==> src/rtl/ecc_pkg.sv <==
package ecc_pkg;

    localparam int EDGE_W = 4;
    localparam int BIT_TOP = 3;
    localparam int BIT_RIGHT = 2;
    localparam int BIT_BOTTOM = 1;
    localparam int BIT_LEFT = 0;
    localparam int CODE_W = 5;

    typedef enum logic [CODE_W-1:0] {
        CMD_NOP      = 5'd0,
        CMD_MAG      = 5'd1,
        CMD_FULL_R   = 5'd2,
        CMD_FULL_L   = 5'd3,
        CMD_FULL_U   = 5'd4,
        CMD_FULL_D   = 5'd5,
        CMD_HALF_U   = 5'd6,
        CMD_HALF_D   = 5'd7,
        CMD_HALF_R   = 5'd8,
        CMD_HALF_L   = 5'd9,
        CMD_CON_R    = 5'd10,
        CMD_CON_L    = 5'd11,
        CMD_CON_U    = 5'd12,
        CMD_CON_D    = 5'd13,
        CMD_CTR_TB   = 5'd14,
        CMD_CTR_RL   = 5'd15,
        CMD_CTR_ALL  = 5'd16
    } cmd_e;

    typedef enum logic [1:0] {
        ST_HOME   = 2'd0,
        ST_SAMPLE = 2'd1,
        ST_SETTLE = 2'd2,
        ST_DONE   = 2'd3
    } state_e;

endpackage

==> src/rtl/edge_sync.sv <==
module edge_sync #(
    parameter int WIDTH  = 5,
    parameter int STAGES = 2
) (
    input  logic             clk,
    input  logic             rst_n,
    input  logic [WIDTH-1:0] d_i,
    output logic [WIDTH-1:0] q_o
);
    logic [WIDTH-1:0] stage_q [STAGES];

    always_ff @(posedge clk or negedge rst_n) begin
        if (!rst_n) stage_q[0] <= '0;
        else        stage_q[0] <= d_i;
    end

    for (genvar g = 1; g < STAGES; g++) begin : g_stage
        always_ff @(posedge clk or negedge rst_n) begin
            if (!rst_n) stage_q[g] <= '0;
            else        stage_q[g] <= stage_q[g-1];
        end
    end

    assign q_o = stage_q[STAGES-1];
endmodule

==> src/rtl/settle_timer.sv <==
module settle_timer #(
    parameter int CNT_W = 8
) (
    input  logic             clk,
    input  logic             rst_n,
    input  logic             load_i,
    input  logic [CNT_W-1:0] len_i,
    output logic             expired_o
);
    logic [CNT_W-1:0] cnt_q;

    always_ff @(posedge clk or negedge rst_n) begin
        if (!rst_n)            cnt_q <= '0;
        else if (load_i)       cnt_q <= len_i;
        else if (cnt_q != '0)  cnt_q <= cnt_q - 1'b1;
    end

    assign expired_o = (cnt_q == '0);


    count_moves_down_chk: assert property (@(posedge clk) disable iff (!rst_n)
        (!load_i && cnt_q != '0) |=> (cnt_q == $past(cnt_q) - 1'b1));
endmodule

==> src/rtl/cmd_decode.sv <==
module cmd_decode
    import ecc_pkg::*;
(
    input  logic [EDGE_W-1:0] edges_i,
    output cmd_e              cmd_o,
    output logic              final_o
);
    always_comb begin
        cmd_o = CMD_NOP;
        unique case (edges_i)
            4'b0000: cmd_o = CMD_MAG;
            4'b0001: cmd_o = CMD_FULL_R;
            4'b0010: cmd_o = CMD_FULL_U;
            4'b0011: cmd_o = CMD_HALF_U;
            4'b0100: cmd_o = CMD_FULL_L;
            4'b0101: cmd_o = CMD_CTR_RL;
            4'b0110: cmd_o = CMD_HALF_L;
            4'b0111: cmd_o = CMD_CON_U;
            4'b1000: cmd_o = CMD_FULL_D;
            4'b1001: cmd_o = CMD_HALF_R;
            4'b1010: cmd_o = CMD_CTR_TB;
            4'b1011: cmd_o = CMD_CON_R;
            4'b1100: cmd_o = CMD_HALF_D;
            4'b1101: cmd_o = CMD_CON_D;
            4'b1110: cmd_o = CMD_CON_L;
            4'b1111: cmd_o = CMD_CTR_ALL;
            default: cmd_o = CMD_NOP;
        endcase
    end

    assign final_o = (cmd_o == CMD_CTR_TB) || (cmd_o == CMD_CTR_RL) ||
                     (cmd_o == CMD_CTR_ALL);


    always_comb begin
        final_needs_pair_chk: assert (!final_o ||
            (edges_i[BIT_TOP] && edges_i[BIT_BOTTOM]) ||
            (edges_i[BIT_LEFT] && edges_i[BIT_RIGHT]));
    end
endmodule

==> src/rtl/edge_center_ctrl.sv <==
module edge_center_ctrl
    import ecc_pkg::*;
#(
    parameter int CNT_W       = 8,
    parameter int SYNC_STAGES = 2
) (
    input  logic             clk,
    input  logic             rst_n,
    input  logic             init_i,
    input  logic             start_i,
    input  logic [3:0]       edge_i,
    input  logic             lit_i,
    input  logic [CNT_W-1:0] settle_len_i,
    output logic [4:0]       cmd_code_o,
    output logic             cmd_valid_o,
    output logic             ctr_tb_o,
    output logic             ctr_rl_o,
    output logic             ctr_all_o,
    output logic             handover_o,
    output logic             abort_o
);
    localparam int SYNC_W = EDGE_W + 1;

    state_e              state_q, state_d;
    logic [SYNC_W-1:0]   sync_q;
    logic [EDGE_W-1:0]   edges_s;
    logic                lit_s;
    cmd_e                dec_cmd;
    logic                dec_final;
    logic                timer_load;
    logic                timer_expired;

    edge_sync #(.WIDTH(SYNC_W), .STAGES(SYNC_STAGES)) i_sync (
        .clk   (clk),
        .rst_n (rst_n),
        .d_i   ({lit_i, edge_i}),
        .q_o   (sync_q)
    );

    assign edges_s = sync_q[EDGE_W-1:0];
    assign lit_s   = sync_q[EDGE_W];

    cmd_decode i_decode (
        .edges_i (edges_s),
        .cmd_o   (dec_cmd),
        .final_o (dec_final)
    );

    assign timer_load = !init_i && (state_q == ST_SAMPLE) && lit_s && !dec_final;

    settle_timer #(.CNT_W(CNT_W)) i_timer (
        .clk       (clk),
        .rst_n     (rst_n),
        .load_i    (timer_load),
        .len_i     (settle_len_i),
        .expired_o (timer_expired)
    );

    always_comb begin
        state_d = state_q;
        if (init_i) begin
            state_d = ST_HOME;
        end else begin
            unique case (state_q)
                ST_HOME:   if (start_i) state_d = ST_SAMPLE;
                ST_SAMPLE: begin
                    if (!lit_s)         state_d = ST_HOME;
                    else if (dec_final) state_d = ST_DONE;
                    else                state_d = ST_SETTLE;
                end
                ST_SETTLE: if (timer_expired) state_d = ST_SAMPLE;
                ST_DONE:   if (start_i) state_d = ST_SAMPLE;
                default:   state_d = ST_HOME;
            endcase
        end
    end

    always_ff @(posedge clk or negedge rst_n) begin
        if (!rst_n) state_q <= ST_HOME;
        else        state_q <= state_d;
    end

    always_ff @(posedge clk or negedge rst_n) begin
        if (!rst_n) begin
            cmd_code_o  <= CMD_NOP;
            cmd_valid_o <= 1'b0;
            ctr_tb_o    <= 1'b0;
            ctr_rl_o    <= 1'b0;
            ctr_all_o   <= 1'b0;
            handover_o  <= 1'b0;
            abort_o     <= 1'b0;
        end else begin
            cmd_valid_o <= 1'b0;
            handover_o  <= 1'b0;
            abort_o     <= 1'b0;
            if (init_i) begin
                cmd_code_o <= CMD_NOP;
                ctr_tb_o   <= 1'b0;
                ctr_rl_o   <= 1'b0;
                ctr_all_o  <= 1'b0;
            end else begin
                unique case (state_q)
                    ST_SAMPLE: begin
                        if (!lit_s) begin
                            abort_o    <= 1'b1;
                            cmd_code_o <= CMD_NOP;
                            ctr_tb_o   <= 1'b0;
                            ctr_rl_o   <= 1'b0;
                            ctr_all_o  <= 1'b0;
                        end else begin
                            cmd_code_o  <= dec_cmd;
                            cmd_valid_o <= 1'b1;
                            if (dec_final) begin
                                ctr_tb_o   <= (dec_cmd == CMD_CTR_TB);
                                ctr_rl_o   <= (dec_cmd == CMD_CTR_RL);
                                ctr_all_o  <= (dec_cmd == CMD_CTR_ALL);
                                handover_o <= (dec_cmd != CMD_CTR_ALL);
                            end
                        end
                    end
                    ST_DONE: begin
                        if (start_i) begin
                            ctr_tb_o  <= 1'b0;
                            ctr_rl_o  <= 1'b0;
                            ctr_all_o <= 1'b0;
                        end
                    end
                    ST_HOME, ST_SETTLE: ;
                    default: ;
                endcase
            end
        end
    end


    home_is_quiet_chk: assert property (@(posedge clk) disable iff (!rst_n)
        (state_q == ST_HOME) |-> (cmd_code_o == 5'd0 && !cmd_valid_o));


    strobe_after_sample_chk: assert property (@(posedge clk) disable iff (!rst_n)
        cmd_valid_o |-> ($past(state_q) == ST_SAMPLE && cmd_code_o != 5'd0));


    strobe_single_cycle_chk: assert property (@(posedge clk) disable iff (!rst_n)
        cmd_valid_o |=> !cmd_valid_o);


    settle_holds_chk: assert property (@(posedge clk) disable iff (!rst_n)
        (state_q == ST_SETTLE && !timer_expired && !init_i) |=> (state_q == ST_SETTLE));


    handover_partial_chk: assert property (@(posedge clk) disable iff (!rst_n)
        handover_o |-> (cmd_valid_o && (ctr_tb_o ^ ctr_rl_o) && !ctr_all_o));


    flags_exclusive_chk: assert property (@(posedge clk) disable iff (!rst_n)
        $onehot0({ctr_tb_o, ctr_rl_o, ctr_all_o}));


    done_no_strobe_chk: assert property (@(posedge clk) disable iff (!rst_n)
        ($past(state_q) == ST_DONE && state_q == ST_DONE) |-> !cmd_valid_o);


    abort_goes_home_chk: assert property (@(posedge clk) disable iff (!rst_n)
        abort_o |-> (state_q == ST_HOME && cmd_code_o == 5'd0 && !ctr_all_o));
endmodule

==> config.mk <==
export PLATFORM = sky130hd
export DESIGN_NAME = edge_center_ctrl
export DESIGN_NICKNAME = d
export VERILOG_FILES = /design/src/rtl/ecc_pkg.sv /design/src/rtl/edge_sync.sv /design/src/rtl/settle_timer.sv /design/src/rtl/cmd_decode.sv /design/src/rtl/edge_center_ctrl.sv
export SDC_FILE = /design/constraint.sdc
export NUM_CORES = 1
export LEC_CHECK = 0
export ABC_AREA = 1
export BUFFER_PORTS_ARGS = -buffer_cell sky130_fd_sc_hd__buf_2
export CAP_MARGIN = 20
export CELL_PAD_IN_SITES_DETAIL_PLACEMENT = 0
export CELL_PAD_IN_SITES_GLOBAL_PLACEMENT = 2
export CORE_ASPECT_RATIO = 0.5
export CORE_UTILIZATION = 32
export DETAILED_ROUTE_END_ITERATION = 6
export PLACE_DENSITY = 0.79
export SYNTH_ARGS = -nofsm -noshare
export SYNTH_HDL_FRONTEND = slang
export SYNTH_SLANG_ARGS = --single-unit
export TNS_END_PERCENT = 1
==> constraint.sdc <==
create_clock -name clk -period 2.01 [get_ports clk]
set_clock_uncertainty 0.2 [all_clocks]
set_input_delay 0.201 -clock clk [delete_from_list [all_inputs] [get_ports clk]]
set_output_delay 0.201 -clock clk [all_outputs]
set_load 0.01 [all_outputs]
# ---- Word-level counts from Yosys, hierarchy flattened
# Memory sizes are Yosys's and may differ from the RTL's.
# Cells that the tools add are included.
dict set report word_totals {
  reg_bits 31
  mem_bits_ro 80
  in_bits 17
  output_inout_bits 11
  wordCells 74
  memories 1
}
dict set report op_classes {
  addsub 1
  eq_ne 11
  muxes 34
  n_reduce_logical 16
}
# memory depth word_bits rd rd_ports_with_merged_regs wr line_no
set memory_table {}
lappend memory_table {{(no name shown)} 16 5 1 0 0 cmd_decode.sv:10} ;# unique case (edges_i)
# op n
set op_table {}
lappend op_table {{$mux 1} 21}
lappend op_table {{$mux 8} 2}
lappend op_table {{$mux 5} 3}
lappend op_table {{$eq 5x4->1 const B} 2}
lappend op_table {{$logic_not 8->1} 1}
lappend op_table {{$mux 2} 4}
lappend op_table {{$reduce_bool 8->1} 1}
lappend op_table {{$sub 8x1->8 const B} 1}
lappend op_table {{$pmux 1 s2} 3}
lappend op_table {{$pmux 2 s3} 1}
lappend op_table {{$eq 5x5->1 const B} 1}
lappend op_table {{$ne 5x5->1 const B} 1}
lappend op_table {{$eq 2x2->1 const B} 2}
lappend op_table {{$ne 4x4->1 const B} 1}
lappend op_table {{$reduce_bool 2->1} 2}
lappend op_table {{$logic_and 1x1->1} 3}
lappend op_table {{$ne 3x1->1 const B} 1}
lappend op_table {{$ne 3x2->1 const B} 1}
lappend op_table {{$ne 3x3->1 const B} 1}
lappend op_table {{$reduce_and 3->1} 1}
lappend op_table {{$reduce_bool 3->1} 1}
lappend op_table {{$eq 2x1->1 const B} 1}
lappend op_table {{$logic_not 1->1} 2}
lappend op_table {{$logic_not 2->1} 1}
lappend op_table {{other kinds (3)} 4}

# ---- Depth between registers and ports, before layout
# Gate-level depths: netlist of the first run.
# An unclocked memory read counts as a cell.
dict set report depth {
  depth_word 8
  ltp_mapped 12
  mapped_depth_nobuf 12
}

# ---- Hierarchy
# Synthesis of the first run repeated with hierarchy kept, for this count alone.
dict set report unflattened {
  hier_cells 214
  area_unflattened_um2 1706.6
}
# mod instances cells_each area_each_um2 seq_area_each_um2
set modules_own_cells {}
lappend modules_own_cells {edge_center_ctrl 1 87 701.9 325.3}
lappend modules_own_cells {settle_timer 1 71 513.0 200.2}
lappend modules_own_cells {edge_sync 1 15 287.8 250.2}
lappend modules_own_cells {cmd_decode 1 41 203.9 0.0}

# ---- Worst setup path before layout of the first run
# Ideal clock, no wire load.
dict set report synth_timing {
  kind {register to register}
  from {register i_sync.stage_q, in the netlist i_sync.q_o[0]}
  to {register ctr_all_o}
  setup_ps 66
  arrival_time_ps 1535
  t_required_ps 1744
  slack_ps 208
  stages_incl_launch_ff 11
  n_path_buf 1
  synth_period_minus_slack_ps 1802
  cell_sequence {dfrtp_1 -> inv_1 -> ha_1 -> nor2_2 -> nor2_4 -> nor2_1 -> nand2_2 -> nand3_2 -> buf_6 -> nand3_1 -> nand2_1}
}
dict set report synth_between {
  elab_chain_len 6
  word_cells_on_any_way 12
  classes_between {eq/ne (4); mux (4); reduce/logical (3); memory (1)}
}
# item line_no
set synth_rtl {}
lappend synth_rtl {{from (decl)} edge_sync.sv:10} ;# logic [WIDTH-1:0] stage_q [STAGES];
lappend synth_rtl {{from (signal, indexed assignment)} edge_sync.sv:20} ;# else stage_q[g] <= stage_q[g-1];
lappend synth_rtl {{$mem_v2 16x5 (*)} --}
lappend synth_rtl {{$eq 5x5->1 or $eq 5x4->1 (tied branches)} {cmd_decode.sv:32, edge_center_ctrl.sv:116, cmd_decode.sv:31}}
lappend synth_rtl {{$mux 1 or $logic_or 1x1->1 (tied branches)} {edge_center_ctrl.sv:113, cmd_decode.sv:31}}
lappend synth_rtl {{$mux 1 or $logic_or 1x1->1 (tied branches)} {edge_center_ctrl.sv:104, cmd_decode.sv:31}}
lappend synth_rtl {{$pmux 1 s2 or $ne 4x4->1 (tied branches)} --}
lappend synth_rtl {{$mux 1 or $reduce_and 3->1 (tied branches)} --}
lappend synth_rtl {{to (signal assigned)} edge_center_ctrl.sv:116} ;# ctr_all_o <= (dec_cmd == CMD_CTR_ALL);
lappend synth_rtl {{to (decl)} edge_center_ctrl.sv:18} ;# output logic ctr_all_o,
# Every way passes the cells marked *; elsewhere a longest branch is shown, timed or not. The select of a mux whose other input is x is not followed.
# A chain may end at the register's enable or synchronous reset.

# ---- Final worst setup path of the first run
dict set report layout_timing {
  from {register i_sync.stage_q, in the netlist i_sync.q_o[0]}
  to {register i_timer.cnt_q[3]}
}
dict set report layout_between {
  elab_chain_len 7
  word_cells_on_any_way 10
  classes_between {eq/ne (3); mux (1); reduce/logical (5); memory (1)}
}
# item line_no
set layout_rtl {}
lappend layout_rtl {{$mem_v2 16x5 (*)} --}
lappend layout_rtl {{$eq 5x4->1} cmd_decode.sv:31} ;# assign final_o = (cmd_o == CMD_CTR_TB) || (cmd_o == CMD_CTR_RL) ||
lappend layout_rtl {{$logic_or 1x1->1} cmd_decode.sv:31}
lappend layout_rtl {{$logic_or 1x1->1 (*)} cmd_decode.sv:31}
lappend layout_rtl {{$logic_not 1->1 (*)} edge_center_ctrl.sv:49} ;# assign timer_load = !init_i && (state_q == ST_SAMPLE) && lit_s && !dec_final;
lappend layout_rtl {{$logic_and 1x1->1 (*)} edge_center_ctrl.sv:49}
lappend layout_rtl {{$mux 8 or $reduce_bool 2->1 (tied branches)} --}
lappend layout_rtl {{to (signal assigned)} settle_timer.sv:14} ;# else if (load_i) cnt_q <= len_i;
lappend layout_rtl {{to (signal assigned)} settle_timer.sv:15} ;# else if (cnt_q != '0) cnt_q <= cnt_q - 1'b1;
lappend layout_rtl {{to (decl)} settle_timer.sv:10} ;# logic [CNT_W-1:0] cnt_q;
# Every way passes the cells marked *; elsewhere a longest branch is shown, timed or not.

==> results of run 1 <==
worst reg2reg max path: cells and delay by family, from the launching register on:
kind / cells / cell delay, ns
AND/OR/NAND/NOR: 6 / 0.60
buffers and inverters: 2 / 0.27
adder cells (fa/ha/maj): 1 / 0.30
flip-flops: 1 / 0.40
placed cells by master, fill, tap and decap left out, drive strengths merged, types with 6 or more instances in the layout:
cell,count
inv,21
nand3,24
o21ai,9
nor2,16
nand2,54
ha,9
dlygate4sd3,12
buf,37
dfrtp,31
clkbuf,6
layer usage:
layer,routed length (µm),global-route usage [%],up-vias
met3,111,4.30,0
met4,0,4.11,0
met2,1450,21.8,19
li1,-,-,684
met1,1730,20.5,613
met5,0,0,-
worst max path at each step:
| stage | cells after the start | slack [ns] | endpoint | startpoint |
|---|---|---|---|---|
| floorplan | 10 | 0.21 | ctr_all_o$_DFFE_PN0P_ | i_sync.q_o[0]$_DFF_PN0_ |
| global placement | 10 | 0.07 | i_timer.cnt_q[2]$_DFFE_PN0P_ | i_sync.q_o[0]$_DFF_PN0_ |
| detailed placement | 10 | -0.02 | i_timer.cnt_q[6]$_DFFE_PN0P_ | i_sync.q_o[0]$_DFF_PN0_ |
| CTS | 10 | 0.02 | ctr_all_o$_DFFE_PN0P_ | i_sync.q_o[0]$_DFF_PN0_ |
| global route | 12 | 0.01 | state_q[0]$_DFFE_PN0P_ | i_sync.q_o[0]$_DFF_PN0_ |
| finish | 9 | 0.13 | i_timer.cnt_q[3]$_DFFE_PN0P_ | i_sync.q_o[0]$_DFF_PN0_ |
registers in the layout, summed over array words and instances (netlist names):
signal and count:
state_q 2, handover_o 1, cmd_code_o 5, i_sync.stage_q 5, i_sync.q_o 5, ctr_tb_o 1, ctr_rl_o 1, i_timer.cnt_q 8
abort_o 1, ctr_all_o 1, cmd_valid_o 1
cells by family after synthesis:
kind of cell	Yosys count	share of synthesized area, %
buffers and inverters	23	6.43
XOR/XNOR	6	3.34
AND/OR/NAND/NOR	104	30.2
flip-flops	31	49.2
adder cells (fa/ha/maj)	9	7.15
AO/OA/AOI/OAI	10	3.65
synthesized netlist by cell type:
cell,number,area share (%)
nand2_2,3,1.2
or2_2,2,0.79
o21ai_0,8,2.5
nand3_2,2,1.3
xnor2_1,4,2.2
nand2_1,51,12
nor2_4,1,0.71
ha_1,9,7.1
nand3b_1,1,0.48
nand4_1,2,0.79
o21ai_2,1,0.56
xor2_1,2,1.1
a22o_1,1,0.56
inv_2,1,0.24
nor2_1,14,3.3
inv_1,20,4.8
nand3_1,22,7.0
nor3_1,4,1.3
dfrtp_1,31,49
nand4_2,1,0.79
buf_6,2,1.4
nor2_2,1,0.40
report_power, final:
part           switching (mW)  leakage (nW)  internal [mW]
logic                   0.314         0.666          0.270
clock network           0.220        0.0470          0.268
registers              0.0914         0.390          0.738
layout make-up:
cell class | instances | area [µm²] | area share, %
Clock buffer | 6 | 82.6 | 4.00
Inverter | 21 | 78.8 | 3.81
Tap cell | 66 | 82.6 | 4.00
Timing Repair Buffer | 49 | 330 | 16.0
Multi-Input combinational cell | 129 | 711 | 34.4
Sequential cell | 31 | 777 | 37.6
Clock inverter | 1 | 5.00 | 0.242
per-stage QoR:
| step | power, mW | instances | hold WS (ns) |
|---|---|---|---|
| 6_report | 1.90 | 303 | 0.0184 |
| 5_1_grt | 2.06 | 303 | 0.0362 |
| 4_1_cts | 1.93 | 302 | 0.0183 |
| 3_5_place_dp | 1.41 | 283 | 0.103 |
| 3_3_place_gp | 1.40 | 283 | 0.0875 |
| 2_1_floorplan | 1.23 | 183 | -0.295 |
what timing repair did:
action                                 CTS  global route
setup endpoints to repair                6            12
hold buffers                            12             0
pin swaps                                0             2
buffers inserted                         0             1
resized for setup                        2             5
endpoints found under the hold margin   42             0
==> metrics.md, run 1 <==
| Metric | Value |
|---|---|
| CTS tree | yes |
| All-Layer GR Usage | about 15% |
| Reg2reg setup slack | between 0.1 and 0.15 ns |
| Share of layout cells above drive strength 1 | between 20% and 30% |
| Tightest Pin Transition | a little over 0.7 ns |
| GPL Wtd Cong | 0.812 |
| Clock buffer depth | 2 |
| Global route total overflow | 0 |
| Setup-failing EPs final | 0 |
| Launching point of the worst reg2reg path | i_sync.q_o[0]$_DFF_PN0_ |
| Crit path launch type | flip-flop |
| Cell Chain, Critical Path | inv_2 -> ha_1 -> nor2_2 -> nor2_4 -> nand4_2 -> nand3_4 -> buf_4 -> nand3_1 -> nand2_1 |
| Wire per inst | 10.9 µm |
| Clk_lat worst skew | around 0.28 ns |
| Core area | ~4600 µm² |
| # rows | 17 |
| Worst hold-check path type | input pin to flip-flop |
| Synth-to-Final Area Change | 31.2% |
| Setup crit end kind | flip-flop |
| Post-route ant nets | 0 |
| Via count | roughly 1300 |
| Die H | a little over 50 µm |
| Slowest cell on crit path | dfrtp_1 |
| Cell family with most CP delay | simple AND/OR/NAND/NOR gates |
| Drt pass-1 iters | 4 |
| Period utilization | between 90 and 100% |
| Ys Warns | 0 |
| H-tree levels | 2 |
| Die width | ~100 µm |
| Number of synthesized register bits | 31 |
| Top-level port count | 28 |
| Peak supply drop | ~0.0005 V |
| Antenna diode count | 0 |
| Vias per cell | about 4.3 |
| Synth Cell Area | roughly 1600 µm² |
| Post-route DRC | 0 |
| Outcome | complete, no violations |
| Fillers | a little under 500 |
| Net Count, Synth | 209 |
| Max Cap Viol | 0 |
| Netlist cell types | 22 |
| Hold Vio Cnt, Final | 0 |
| Final instance area | a little over 2000 µm² |
| Iter 0 DRT Violations | 35 |
| Initial core utilization | ~35% |
| Layout Utilization | between 40% and 50% |
| Worst-path clk slew | 0.06 ns |
| Achievable frequency | approximately 530 MHz |
| IO buf count | 27 |
| RSZ-0062 raised after global routing | false |
| Leakage power total | between 1 and 1.5 nW |
| Hpwl dp | roughly 2500 µm |
| Worst EP required | 1.98 ns |
| Final nets | 263 |
| Gate count after technology mapping | about 180 |
| Total CTS buffers | 5 |
| Worst r2r path cells | 9 |
| Setup TNS | 0 ns |
| Critical path's largest stage delay | 0.40 ns |
| First-pass GRT wire length | between 5000 and 6000 µm |
| Sink Count | 31 |
| Dpl cell area | 1840 µm² |
| Die area | between 5000 and 6000 µm² |
| Largest net degree at the start of global routing | 32 |
| Post-synthesis sequential area ratio | between 40% and 50% |
| Hold Startpoint | init_i |
| Root buffer cell | clkbuf_8 |
| Critical path class | flip-flop to flip-flop |
| Hold EP | state_q[0]$_DFFE_PN0P_ |
| Routed wire length | 3290 µm |
| Crit path max fanout | 10 |
| Worst EP arrival | about 1.9 ns |
| Pwr/cell area | ~920 nW/µm² |
| Max-Slew Margin vs Limit | approximately 53% |
| Initial antenna violation count | 0 |
| Post-Place Setup Slack | -0.0171 ns |
| Vias in the first global route | 1239 |
| Buffers & Inverters on Critical Path | 2 |
| Final worst setup slack | 0.126 ns |
| Hold path depth | 4 |
| Reg2Reg Capture Point | i_timer.cnt_q[3]$_DFFE_PN0P_ |
| Fin. max-slew vios | 0 |
| Tmin final | approximately 1.9 ns |
| Syn_area_per_cell | approximately 8.6 µm² |
(Power assumes the default switching activity.)
==> run 2, diff against run 1 <==
--- a/config.mk
+++ b/config.mk
@@ -12,8 +12,9 @@
 export CELL_PAD_IN_SITES_GLOBAL_PLACEMENT = 2
 export CORE_ASPECT_RATIO = 0.5
 export CORE_UTILIZATION = 32
+export CTS_CLUSTER_SIZE = 28
 export DETAILED_ROUTE_END_ITERATION = 6
-export PLACE_DENSITY = 0.79
+export PLACE_DENSITY_LB_ADDON = 0.12
 export SYNTH_ARGS = -nofsm -noshare
 export SYNTH_HDL_FRONTEND = slang
 export SYNTH_SLANG_ARGS = --single-unit
==> metrics.md, run 2 (same netlist as run 1, synthesis figures left out) <==
| Metric | Value |
|---|---|
| Outcome | complete, no violations (unchanged) |
| Leakage power total | 1.12 nW (was 1.10 nW) |
| # rows | 17 (unchanged) |
| Combinational share of power | 27.8% (was 30.7%) |
| Clock buffer depth | 2 (unchanged) |
| H-tree levels | 2 (unchanged) |
| Achievable frequency | 529 MHz (was 531 MHz) |
| Peak supply drop | 0.000374 V (was 0.000495 V) |
| Root buffer cell | clkbuf_8 (unchanged) |
| Reg with most FFs | i_timer.cnt_q (unchanged) |
| Via count | 1306 (was 1316) |
| Clk_lat worst skew | 0.29 ns (was 0.28 ns) |
| Hold Startpoint | init_i (unchanged) |
| Final worst setup slack | 0.121 ns (was 0.126 ns) |
| Largest net degree at the start of global routing | 32 (unchanged) |
| Initial core utilization | 34.6% (unchanged) |
| Sink Count | 31 (unchanged) |
| GPL Wtd Cong | 0.703 (was 0.812) |
| Vias in the first global route | 1285 (was 1239) |
| Fin. max-slew vios | 0 (unchanged) |
| Iter 0 DRT Violations | 30 (was 35) |
| Pwr/cell area | 971 nW/µm² (was 920 nW/µm²) |
| Hpwl dp | 2450 µm (was 2510 µm) |
| Slowest cell on crit path | dfrtp_1 (unchanged) |
| Max Cap Viol | 0 (unchanged) |
| Seq pwr share | 40.6% (was 43.6%) |
| Share of layout cells above drive strength 1 | 25.2% (was 26.2%) |
| Drt pass-1 iters | 4 (unchanged) |
| Die area | 5220 µm² (unchanged) |
| Period utilization | 94.0% (was 93.7%) |
| Critical path's largest stage delay | 0.41 ns (was 0.40 ns) |
| Antenna diode count | 0 (unchanged) |
| RSZ-0062 raised after global routing | true (was false) |
| Worst hold slack | 0.0168 ns (was 0.0184 ns) |
| Post-route ant nets | 0 (unchanged) |
| Clock power frac | 31.6% (was 25.7%) |
| Crit path max fanout | 4 (was 10) |
| Setup crit end kind | flip-flop (unchanged) |
| Final nets | 263 (unchanged) |
| Cell Chain, Critical Path | inv_2 -> ha_1 -> nor2_2 -> nor2_4 -> nor2_1 -> nand2_2 -> buf_4 -> nand2_1 -> nand2_1 -> nand2_1 -> nand2_1 -> nand2_1 (was inv_2 -> ha_1 -> nor2_2 -> nor2_4 -> nand4_2 -> nand3_4 -> buf_4 -> nand3_1 -> nand2_1) |
| Commonest cells after routing, fill and taps aside | 51 x nand2_1, 30 x dfrtp_1, 27 x buf_2, 22 x nand3_1, 18 x inv_1 (was 50 x nand2_1, 30 x dfrtp_1, 27 x buf_2, 22 x nand3_1, 17 x inv_1) |
| Tmin final | 1.89 ns (was 1.88 ns) |
| First-pass GRT wire length | 5710 µm (was 5660 µm) |
| Routed wire length | 3370 µm (was 3290 µm) |
| Global route total overflow | 0 (unchanged) |
| Wire per inst | 11.1 µm (was 10.9 µm) |
| Setup-failing EPs final | 0 (unchanged) |
| Initial antenna violation count | 0 (unchanged) |
| Crit path launch type | flip-flop (unchanged) |
| Sw Ratio | 31.5% (was 32.9%) |
| Launching point of the worst reg2reg path | i_sync.q_o[1]$_DFF_PN0_ (was i_sync.q_o[0]$_DFF_PN0_) |
| Vias per cell | 4.30 (was 4.34) |
| Worst setup path start | i_sync.q_o[1]$_DFF_PN0_ (was i_sync.q_o[0]$_DFF_PN0_) |
| Top-level port count | 28 (unchanged) |
| Hold Vio Cnt, Final | 0 (unchanged) |
| Worst-path clk slew | 0.07 ns (was 0.06 ns) |
| Post-route DRC | 0 (unchanged) |
| Worst EP arrival | 1.91 ns (was 1.85 ns) |
| Number of flip-flops in the largest register | 8 (unchanged) |
| Die width | 101 µm (unchanged) |
| Worst hold-check path type | input pin to flip-flop (unchanged) |
| Post-Place Setup Slack | 0.0172 ns (was -0.0171 ns) |
| Most common cell after layout, fill and taps aside | nand2_1 (unchanged) |
| Synth-to-Final Area Change | 33.4% (was 31.2%) |
| Max-Slew Margin vs Limit | 53.2% (was 53.0%) |
| Buffers & Inverters on Critical Path | 2 (unchanged) |
| Sw power | 643 µW (was 626 µW) |
| Cell family with most CP delay | simple AND/OR/NAND/NOR gates (unchanged) |
| Worst EP required | 2.03 ns (was 1.98 ns) |
| CTS tree | yes (unchanged) |
| Crit path top cell by count | nand2_1 |
| Total CTS buffers | 5 (unchanged) |
| IO buf count | 27 (unchanged) |
| Tightest Pin Transition | 0.702 ns (was 0.705 ns) |
| Die H | 51.6 µm (unchanged) |
| P_int | 1.40 mW (was 1.28 mW) |
| All-Layer GR Usage | 14.9% (was 14.6%) |
| Core area | 4550 µm² (unchanged) |
| Critical path class | flip-flop to flip-flop (unchanged) |
==> run 2: changes by cell type in the layout (fill, tap and decap cells not counted), sizes merged <==
cell / change
buf: -1
nand3: +1
bufinv: +1
==> run 2: final timing paths <==
kind / to / slack (ns) / depth (start not counted)
worst min register to register: i_sync.q_o[4]$_DFF_PN0_ / 0.15 / 0
worst max register to register: state_q[0]$_DFFE_PN0P_ / 0.12 / 12
worst min-delay path: state_q[0]$_DFFE_PN0P_ / 0.02 / 4
min in group asynchronous: i_timer.cnt_q[2]$_DFFE_PN0P_ / 0.30 / 2
worst max-delay path: state_q[0]$_DFFE_PN0P_ / 0.12 / 12
max in group asynchronous: i_sync.q_o[2]$_DFF_PN0_ / 0.81 / 2
==> run 2: power by group through the flow <==
stage | Sequential [mW] | Clock [mW] | Combinational (mW)
floorplan | 0.825 | 0 | 0.409
global placement | 0.842 | 0 | 0.546
detailed placement | 0.841 | 0 | 0.543
CTS | 0.830 | 0.671 | 0.572
global route | 0.847 | 0.696 | 0.672
finish | 0.830 | 0.645 | 0.567
==> run 2: area by class of cell <==
cell class              count  area, µm²
inverters                  21       78.8
fillers                   478       2450
clock buffers               6       82.6
clock inverters             2       35.0
multi-input cells         130        723
flip-flops and latches     31        777
repair buffers             48        323
well taps                  66       82.6
==> run 2: timing repair <==
item	CTS	global route
resized for setup	0	5
endpoints found under the setup margin	6	11
setup buffers	1	0
gates cloned	0	1
hold buffers	12	0
hold endpoints to repair	42	0
pin swaps	0	3
==> run 2: metal layers <==
| layer | vias to the layer above | global-route usage (%) | share of wire (%) |
|---|---|---|---|
| met5 | - | 0 | 0 |
| met4 | 0 | 5.80 | 1.3 |
| met3 | 7 | 4.84 | 3.3 |
| met2 | 17 | 23.1 | 43 |
| met1 | 592 | 19.3 | 53 |
| li1 | 690 | - | - |
==> run 2: worst register-to-register path: stages, from the launching register on <==
cell	delay [ns]
dfrtp_1	0.41
inv_2	0.08
ha_1	0.28
nor2_2	0.13
nor2_4	0.07
nor2_1	0.12
nand2_2	0.10
buf_4	0.15
nand2_1	0.07
nand2_1	0.05
nand2_1	0.06
nand2_1	0.05
nand2_1	0.05
==> run 2: through the flow <==
stage | area [µm²] | util, % | cells | TNS (ns) | power, mW
finish | 2100 | 46.2 | 304 | 0 | 2.04
global route | 2100 | 46.2 | 304 | -0.00629 | 2.22
CTS | 2080 | 45.6 | 303 | 0 | 2.07
detailed placement | 1830 | 40.2 | 282 | 0 | 1.38
global placement | 1830 | 40.2 | 282 | 0 | 1.39
floorplan | 1580 | - | 183 | 0 | 1.23
